<file path="src/rtl/mtmr_pkg.sv">
// Package: shared constants and channel-topology helpers for the match bank.
// Assumes channel index k (0..7) stands for channel number k+4.
package mtmr_pkg;
    localparam int unsigned CH_COUNT = 8;   // number of match channels
    localparam int unsigned CH_FIRST = 4;   // status bit of local channel 0
    localparam int unsigned CTRL_W   = 10;  // widest control word
    localparam int unsigned SEL_W    = 3;   // tick-source select width

    // control bit positions
    localparam int unsigned CB_CLR   = 3;   // zero the compared counter on hit
    localparam int unsigned CB_PER   = 6;   // stay armed after a hit
    localparam int unsigned CB_OWN   = 7;   // compare against own counter
    localparam int unsigned CB_FORCE = 8;   // force source 0 (wide channels)
    localparam int unsigned CB_SNAP  = 9;   // capture on counter read (ch 9, 11)

    // Group leader whose counter a chained channel compares against.
    function automatic int unsigned group_base(input int unsigned k);
        if (k < 4)      return 0;
        else if (k < 6) return 4;
        else            return 6;
    endfunction

    // Channels 8..11 keep the wide control word.
    function automatic bit is_wide(input int unsigned k);
        return k >= 4;
    endfunction

    // Channels 9 and 11 may capture their neighbour's counter.
    function automatic bit has_snap(input int unsigned k);
        return (k == 5) || (k == 7);
    endfunction
endpackage

</file>
<file path="src/rtl/mtmr_decode.sv">
// Module: address decoder for the match bank.
// Turns a byte address into one-hot region hits. It holds no state, and the
// top gates the hits with the strobes. Assumes word-aligned addresses, since
// any other address matches nothing.
module mtmr_decode
    import mtmr_pkg::*;
#(
    parameter int unsigned ADDR_W     = 8,
    parameter int unsigned CNT_BASE   = 'h40,
    parameter int unsigned MATCH_BASE = 'h80,
    parameter int unsigned CTRL_BASE  = 'hC0,
    parameter int unsigned STAT_ADDR  = 'h14
) (
    input  logic [ADDR_W-1:0]   addr,
    output logic [CH_COUNT-1:0] hit_cnt,
    output logic [CH_COUNT-1:0] hit_match,
    output logic [CH_COUNT-1:0] hit_ctrl,
    output logic                hit_status,
    output logic                hit_snap
);
    localparam int unsigned SNAP_ADDR = CTRL_BASE - 4;

    // one comparator per channel and region
    for (genvar k = 0; k < CH_COUNT; k++) begin : g_hit
        assign hit_cnt[k]   = (addr == ADDR_W'(CNT_BASE   + 4 * k));
        assign hit_match[k] = (addr == ADDR_W'(MATCH_BASE + 4 * k));
        assign hit_ctrl[k]  = (addr == ADDR_W'(CTRL_BASE  + 4 * k));
    end

    assign hit_status = (addr == ADDR_W'(STAT_ADDR));
    assign hit_snap   = (addr == ADDR_W'(SNAP_ADDR));
endmodule

</file>
<file path="src/rtl/mtmr_chan.sv">
// Module: one match channel.
// Holds the channel's counter, compare value, control word and arm flag.
// Works out from its own control whether its counter advances this cycle.
// It hits when the counter it compares against (chosen by the top) advances
// onto the compare value. Assumes the top forms ref_cnt/ref_inc from
// control bit 7 and raises clr_cnt only on a hit against this counter.
module mtmr_chan
    import mtmr_pkg::*;
#(
    parameter int unsigned CH_IDX  = 0,
    parameter int unsigned DATA_W  = 32,
    parameter int unsigned NUM_SRC = 8
) (
    input  logic                clk,
    input  logic                rst_n,
    input  logic [NUM_SRC-1:1]  src_tick,
    input  logic                wr_cnt,
    input  logic                wr_match,
    input  logic                wr_ctrl,
    input  logic [DATA_W-1:0]   wdata,
    input  logic                clr_cnt,
    input  logic [DATA_W-1:0]   ref_cnt,
    input  logic                ref_inc,
    output logic [DATA_W-1:0]   cnt_o,
    output logic [DATA_W-1:0]   match_o,
    output logic [CTRL_W-1:0]   ctrl_o,
    output logic                inc_o,
    output logic                event_o
);
    localparam bit IS_BASE = (group_base(CH_IDX) == CH_IDX);
    localparam bit IS_WIDE = is_wide(CH_IDX);
    localparam logic [CTRL_W-1:0] CTRL_MASK = IS_WIDE ? CTRL_W'('h3FF) : CTRL_W'('h0FF);
    localparam logic [DATA_W-1:0] ONE = DATA_W'(1);

    logic [DATA_W-1:0] cnt_q, match_q;
    logic [CTRL_W-1:0] ctrl_q;
    logic              armed_q;
    logic [NUM_SRC-1:0] tick_vec;
    logic [SEL_W-1:0]   sel;
    logic               src_on, runs;

    // source 0 never ticks; bit 8 forces it on wide channels
    always_comb begin
        tick_vec = {src_tick, 1'b0};
        sel      = (IS_WIDE && ctrl_q[CB_FORCE]) ? '0 : ctrl_q[SEL_W-1:0];
        src_on   = tick_vec[sel];
        runs     = IS_BASE || ctrl_q[CB_OWN];
    end

    assign inc_o   = runs && src_on && !wr_cnt;
    assign event_o = armed_q && ref_inc && ((ref_cnt + ONE) == match_q);

    // counter: a bus write wins, then clear-on-hit, then the tick
    always_ff @(posedge clk) begin
        if (!rst_n)       cnt_q <= '0;
        else if (wr_cnt)  cnt_q <= wdata;
        else if (clr_cnt) cnt_q <= '0;
        else if (inc_o)   cnt_q <= cnt_q + ONE;
    end

    // compare value and control word, written from the bus
    always_ff @(posedge clk) begin
        if (!rst_n) begin
            match_q <= '0;
            ctrl_q  <= '0;
        end else begin
            if (wr_match) match_q <= wdata;
            if (wr_ctrl)  ctrl_q  <= wdata[CTRL_W-1:0] & CTRL_MASK;
        end
    end

    // arm flag: set by setup writes, dropped after a one-shot hit
    always_ff @(posedge clk) begin
        if (!rst_n)                          armed_q <= 1'b0;
        else if (wr_match || wr_ctrl)        armed_q <= 1'b1;
        else if (event_o && !ctrl_q[CB_PER]) armed_q <= 1'b0;
    end

    assign cnt_o   = cnt_q;
    assign match_o = match_q;
    assign ctrl_o  = ctrl_q;

    // a clear request with no bus write leaves the counter at zero
    assert_clear_zero_R5: assert property (@(posedge clk) disable iff (!rst_n)
        (clr_cnt && !wr_cnt) |=> (cnt_q == '0));
    // a counter that neither advances nor is written or cleared holds
    assert_idle_hold_R2: assert property (@(posedge clk) disable iff (!rst_n)
        (!inc_o && !wr_cnt && !clr_cnt) |=> $stable(cnt_q));
    // a one-shot hit with no re-arm write is not followed by another
    assert_oneshot_R6: assert property (@(posedge clk) disable iff (!rst_n)
        (event_o && !ctrl_q[CB_PER] && !wr_match && !wr_ctrl) |=> !event_o);
endmodule

</file>
<file path="src/rtl/mtmr_status.sv">
// Module: sticky hit status and the shared interrupt.
// One bit per channel. A hit sets its bit and a write of 1 clears it; in the
// same cycle the set wins. Assumes ev_i pulses last one cycle per hit.
module mtmr_status #(
    parameter int unsigned NCH = 8
) (
    input  logic           clk,
    input  logic           rst_n,
    input  logic [NCH-1:0] ev_i,
    input  logic           clr_wr,
    input  logic [NCH-1:0] clr_mask,
    output logic [NCH-1:0] status_o,
    output logic           irq_o
);
    logic [NCH-1:0] status_q;

    // sticky bits: clear what is written, then add new hits
    always_ff @(posedge clk) begin
        if (!rst_n) status_q <= '0;
        else        status_q <= (status_q & ~(clr_wr ? clr_mask : '0)) | ev_i;
    end

    assign status_o = status_q;
    assign irq_o    = |status_q;

    // any hit raises the interrupt at the next edge
    assert_hit_raises_R4: assert property (@(posedge clk) disable iff (!rst_n)
        (|ev_i) |=> irq_o);
    // the interrupt only falls after a status clear write
    assert_drop_on_clear_R10: assert property (@(posedge clk) disable iff (!rst_n)
        $fell(irq_o) |-> $past(clr_wr));
endmodule

</file>
<file path="src/rtl/mtmr_match_bank.sv">
// Module: top of the eight-channel match bank.
// Routes bus strobes to the channels, chooses for each channel the counter it
// compares against (its own or its group leader's), gathers clear-on-hit
// requests per counter, keeps the capture register and drives read data.
// Assumes DATA_W is the bus width and the counter width.
module mtmr_match_bank
    import mtmr_pkg::*;
#(
    parameter int unsigned DATA_W  = 32,
    parameter int unsigned ADDR_W  = 8,
    parameter int unsigned NUM_SRC = 8
) (
    input  logic               clk,
    input  logic               rst_n,
    input  logic [NUM_SRC-1:1] src_tick,
    input  logic               bus_wr,
    input  logic               bus_rd,
    input  logic [ADDR_W-1:0]  bus_addr,
    input  logic [DATA_W-1:0]  bus_wdata,
    output logic [DATA_W-1:0]  bus_rdata,
    output logic               irq
);
    localparam int unsigned STAT_PAD = DATA_W - CH_FIRST - CH_COUNT;

    logic [CH_COUNT-1:0] hit_cnt, hit_match, hit_ctrl;
    logic                hit_status, hit_snap;
    logic [DATA_W-1:0]   cnt     [CH_COUNT];
    logic [DATA_W-1:0]   match   [CH_COUNT];
    logic [CTRL_W-1:0]   ctrl    [CH_COUNT];
    logic [DATA_W-1:0]   ref_cnt [CH_COUNT];
    logic [CH_COUNT-1:0] inc, ref_inc, ev, clr;
    logic [CH_COUNT-1:0] status;
    logic [DATA_W-1:0]   snap_q;

    mtmr_decode #(.ADDR_W(ADDR_W)) u_dec (
        .addr       (bus_addr),
        .hit_cnt    (hit_cnt),
        .hit_match  (hit_match),
        .hit_ctrl   (hit_ctrl),
        .hit_status (hit_status),
        .hit_snap   (hit_snap)
    );

    for (genvar k = 0; k < CH_COUNT; k++) begin : g_ch
        mtmr_chan #(.CH_IDX(k), .DATA_W(DATA_W), .NUM_SRC(NUM_SRC)) u_ch (
            .clk      (clk),
            .rst_n    (rst_n),
            .src_tick (src_tick),
            .wr_cnt   (bus_wr && hit_cnt[k]),
            .wr_match (bus_wr && hit_match[k]),
            .wr_ctrl  (bus_wr && hit_ctrl[k]),
            .wdata    (bus_wdata),
            .clr_cnt  (clr[k]),
            .ref_cnt  (ref_cnt[k]),
            .ref_inc  (ref_inc[k]),
            .cnt_o    (cnt[k]),
            .match_o  (match[k]),
            .ctrl_o   (ctrl[k]),
            .inc_o    (inc[k]),
            .event_o  (ev[k])
        );
    end

    // compared counter for each channel: its own, or its group leader's
    always_comb begin
        for (int unsigned k = 0; k < CH_COUNT; k++) begin
            ref_cnt[k] = ctrl[k][CB_OWN] ? cnt[k] : cnt[group_base(k)];
            ref_inc[k] = ctrl[k][CB_OWN] ? inc[k] : inc[group_base(k)];
        end
    end

    // clear-on-hit requests, gathered per counter
    always_comb begin
        clr = '0;
        for (int unsigned k = 0; k < CH_COUNT; k++) begin
            for (int unsigned j = 0; j < CH_COUNT; j++) begin
                if (ev[k] && ctrl[k][CB_CLR] &&
                    ((ctrl[k][CB_OWN] && j == k) ||
                     (!ctrl[k][CB_OWN] && group_base(k) == j)))
                    clr[j] = 1'b1;
            end
        end
    end

    mtmr_status #(.NCH(CH_COUNT)) u_stat (
        .clk      (clk),
        .rst_n    (rst_n),
        .ev_i     (ev),
        .clr_wr   (bus_wr && hit_status),
        .clr_mask (bus_wdata[CH_FIRST+CH_COUNT-1:CH_FIRST]),
        .status_o (status),
        .irq_o    (irq)
    );

    // capture register: a read of a capture-enabled counter copies its neighbour
    always_ff @(posedge clk) begin
        if (!rst_n) snap_q <= '0;
        else begin
            for (int unsigned k = 0; k < CH_COUNT; k++) begin
                if (has_snap(k) && bus_rd && hit_cnt[k] && ctrl[k][CB_SNAP])
                    snap_q <= cnt[(k == 0) ? 0 : k - 1];
            end
        end
    end

    // read data mux; unmapped addresses return zero
    always_comb begin
        bus_rdata = '0;
        for (int unsigned k = 0; k < CH_COUNT; k++) begin
            if (hit_cnt[k])   bus_rdata = cnt[k];
            if (hit_match[k]) bus_rdata = match[k];
            if (hit_ctrl[k])  bus_rdata = {{(DATA_W-CTRL_W){1'b0}}, ctrl[k]};
        end
        if (hit_status) bus_rdata = {{STAT_PAD{1'b0}}, status, {CH_FIRST{1'b0}}};
        if (hit_snap)   bus_rdata = snap_q;
    end

    // an enabled read of channel 9's counter captures channel 8's counter
    assert_capture_R9: assert property (@(posedge clk) disable iff (!rst_n)
        (bus_rd && hit_cnt[5] && ctrl[5][CB_SNAP]) |=> (snap_q == $past(cnt[4])));
endmodule

</file>
<file path="config.mk">
export PLATFORM = sky130hd
export DESIGN_NAME = mtmr_match_bank
export DESIGN_NICKNAME = d
export VERILOG_FILES = /design/src/rtl/mtmr_pkg.sv /design/src/rtl/mtmr_decode.sv /design/src/rtl/mtmr_chan.sv /design/src/rtl/mtmr_status.sv /design/src/rtl/mtmr_match_bank.sv
export SDC_FILE = /design/constraint.sdc
export NUM_CORES = 2
export LEC_CHECK = 0
export BUFFER_PORTS_ARGS = -buffer_cell sky130_fd_sc_hd__buf_2
export CORE_MARGIN = 4
export CORE_UTILIZATION = 40
export CTS_CLUSTER_DIAMETER = 40
export DETAILED_ROUTE_END_ITERATION = 10
export MAX_ROUTING_LAYER = met4
export SYNTH_ARGS = -nofsm -noshare
export SYNTH_HDL_FRONTEND = slang
export SYNTH_SLANG_ARGS = --single-unit
</file>
<file path="constraint.sdc">
create_clock -name clk -period 5.4 [get_ports clk]
set_input_delay 0.27 -clock clk [delete_from_list [all_inputs] [get_ports clk]]
set_output_delay 0.27 -clock clk [all_outputs]
set_load 0.03 [all_outputs]
</file>
==> results.md <==
- Avg Cell Area, Syn: 7.185 um2
- GR peak layer: met1
- Most frequent cells after synthesis: nand2_1, a21oi_1, dfxtp_1
- Peak supply drop: roughly 0.32 mV
- Worst-path maximum fanout: 19
- Placed cell area: between 0.04 and 0.05 mm2
- Sw power: 3.600 mW
- Net count, final: 6375
- Final instance area: 0.05309 mm2
- Initial Util: between 40% and 50%
- Fraction of registers with async set/reset: 0%
- Count leader, synth: nand2_1
- Port Buffers: between 80 and 90
- Post-synth top flop: dfxtp_1
- Initial antenna violation count: 21
- Largest net degree at the start of global routing: between 100 and 150
- Initial DRC count: 9154
- Setup CP Type: input pin to primary output
- Die area: 0.1211 mm2
- Post-synth top area cell: dfxtp_1
- Clock transition at the registers of the reported paths: 0.05 ns
- Post-route DRC: 0
- Final Cycle Share: 99.61%
- Cell-internal power: 10.36 mW
- Worst clock skew: 0.03460 ns
- GRT Residual Overflow: 0
- Post-synthesis adder-cell area fraction: 0.3735%
- Number of synthesized register bits: between 600 and 700
- Comb power frac: under 10%
- Via count: between 50000 and 60000
- Synth Area in Compound Gates: 25.49%
- Tot GR Track Use: between 40% and 50%
- Xor/xnor share of the synthesized area: between 8 and 9%
- Hold Crit Class: input pin to register
- M1 GR Usage: 56.08%
- Power share of the clock group: between 60% and 70%
- Placer Congestion: roughly 1.1
- Post-CTS Hold Buffers: 2
- Mux contribution to synthesized area: 5.683%
- M3 GR Usage: 13.33%
- Max-cap violations: 0
- Pwr dens: 263.1 mW/mm2
- Layout cell share with drive strength beyond 1: 11.62%
- RSZ-0062 raised after global routing: false
- # setup viols final: 0
- H-tree depth: 4
- Largest family of logic cells by synthesized area: simple AND/OR/NAND/NOR gates
- Root Buffer: clkbuf_16
- Cts bufs inserted: 133
- GR Util met2: 51.28%
- EDFF count, synth: 0
- Die Span Y: approximately 350 um
- CTS resizes: 0
- CTS Sinks: roughly 630
- Io pins: 84
- Drt total wl: roughly 250 mm
- Crit start category: input pin
- CTS tree: built
- Pleak: roughly 17 nW
- WL/cell: between 30 and 40 um
- CP required: 5.13 ns
- Clk Latency, worst-skew pair: 0.77 ns
- Tmin final: 5.379 ns
- Mapped Nets: 6499
- Vias in the first global route: 47762
- Rows: ~120
- Hold Fails Final Rpt: 0
- Worst Setup End Kind: primary output
- Hpwl dp: 177.3 mm
- Clk buf depth: 3
- Status: finished, final reports clean
- Hold_ws: 0.05307 ns
- Least-Margin Pin Slew: about 1.4 ns
- Seq pwr share: between 30% and 40%
- Synth Area in Simple Gates: 27.01%
- Dpl ws: roughly 0.44 ns
- Synth top area share: 27.37%
- Util after Layout: 46.36%
- Sw Share: between 20% and 30%
- Core area: 0.1145 mm2
- Max-slew violations: 0
- F_max: approximately 0.19 GHz
- Data arrival time of the critical path: 5.11 ns
- Seq/Total Area, Yosys: 27.37%
- TritonRoute pass-1 iters: 10
- Chip width: around 350 um
- Setup_tns: 0 ns
- Normalized max-slew margin: roughly 5.0%
- Post CTS Setup Buffer Count: 0
- Area grow syn2layout: 14.82%
- Slack of the critical path: about 0.021 ns
- First-pass GRT wire length: 350.3 mm
- Synth warn: 0
- Final ANT Viol Nets: 0
- Via density: about 6.7
- Synth cell types: roughly 110
- Top area cells in the synthesized netlist: dfxtp_1, nand2_1, a21oi_1, xnor2_1, mux2i_1
- Synth Cell Area: 0.04623 mm2
- Synth Instances: 6435
==> final cells by class <==
class,count,area [um2]
fill,11580,61410
multi-input combinational,5126,31040
sequential,632,12670
clock buffer,164,3700
timing repair buffer,358,2540
tap,1512,1892
clock inverter,80,962.2
inverter,60,232.7
antenna,20,50.05
==> through the flow <==
step | total power, mW | cells
floorplan | 5.033 | 6435
global placement | 5.352 | 7686
detailed placement | 5.351 | 7686
CTS | 13.93 | 7932
global route | 14.19 | 7949
finish | 13.96 | 7952
==> worst max-delay path, cell delays in order <==
cell and delay, ns:
buf_2 0.34, or4b_2 0.90, nor2_2 0.72, a22oi_1 0.19, o21ai_0 0.18, a21oi_1 0.13, a211oi_1 0.43, o221ai_1 0.35
a31oi_1 0.58, a211oi_1 0.16, o21ai_0 0.52, buf_2 0.31
==> layer usage <==
| metal | wire (um) | share of wire, % |
|---|---|---|
| met1 | 104400 | 42 |
| met2 | 94280 | 38 |
| met3 | 35780 | 14 |
| met4 | 12960 | 5.2 |
| met5 | 0 | 0 |
==> path summary, 6_finish.rpt <==
path                     startpoint                endpoint  slack [ns]  cells past startpoint
max                     bus_addr[7]           bus_rdata[10]        0.02                     12
min                          bus_wr  g_ch[5].u_ch.ctrl_o[9]        0.05                      3
max reg2reg   g_ch[0].u_ch.cnt_o[0]  g_ch[0].u_ch.cnt_o[27]        0.52                     13
min reg2reg  g_ch[6].u_ch.ctrl_o[7]  g_ch[6].u_ch.ctrl_o[7]        0.45                      2
==> power groups by stage <==
| stage | registers, mW | clock network (mW) | logic [mW] |
|---|---|---|---|
| global route | 4.70 | 8.91 | 0.589 |
| CTS | 4.70 | 8.67 | 0.562 |
| global placement | 4.79 | 0 | 0.560 |
| floorplan | 4.78 | 0 | 0.252 |
| detailed placement | 4.79 | 0 | 0.559 |
| finish | 4.70 | 8.66 | 0.601 |
==> sequential cells by signal (all words and copies together), names as in the netlist <==
name / flops
g_ch.u_ch.cnt_o: 256
g_ch.u_ch.match_o: 256
g_ch.u_ch.ctrl_o: 72
snap_q: 32
g_ch.u_ch.armed_q: 8
u_stat.status_o: 8
==> cell families after synthesis <==
group | Yosys count
adder cells (fa/ha/maj) | 14
flip-flops | 632
buffers and inverters | 677
AND/OR/NAND/NOR | 2595
XOR/XNOR | 425
AO/OA/AOI/OAI | 1844
multiplexers | 248
==> cells in the final DEF (no fill, tap or decap), types with 53 or more instances in the layout <==
cell type  instances
a211oi_1          64
a21oi_1          714
a22oi_1          191
a31oi_1           64
and3_1            62
buf_2             81
buf_4            271
clkbuf_16        137
dfxtp_1          627
inv_1             57
mux2i_1          204
nand2_1         1134
nand3_1          349
nand3b_1          54
nand4_1          133
nor2_1           289
nor3_1           126
nor4_1            76
o211ai_1          57
o21ai_0          296
o22ai_1           53
xnor2_1          296
xor2_1           123
Note: power is estimated with default switching activity, not from simulation.
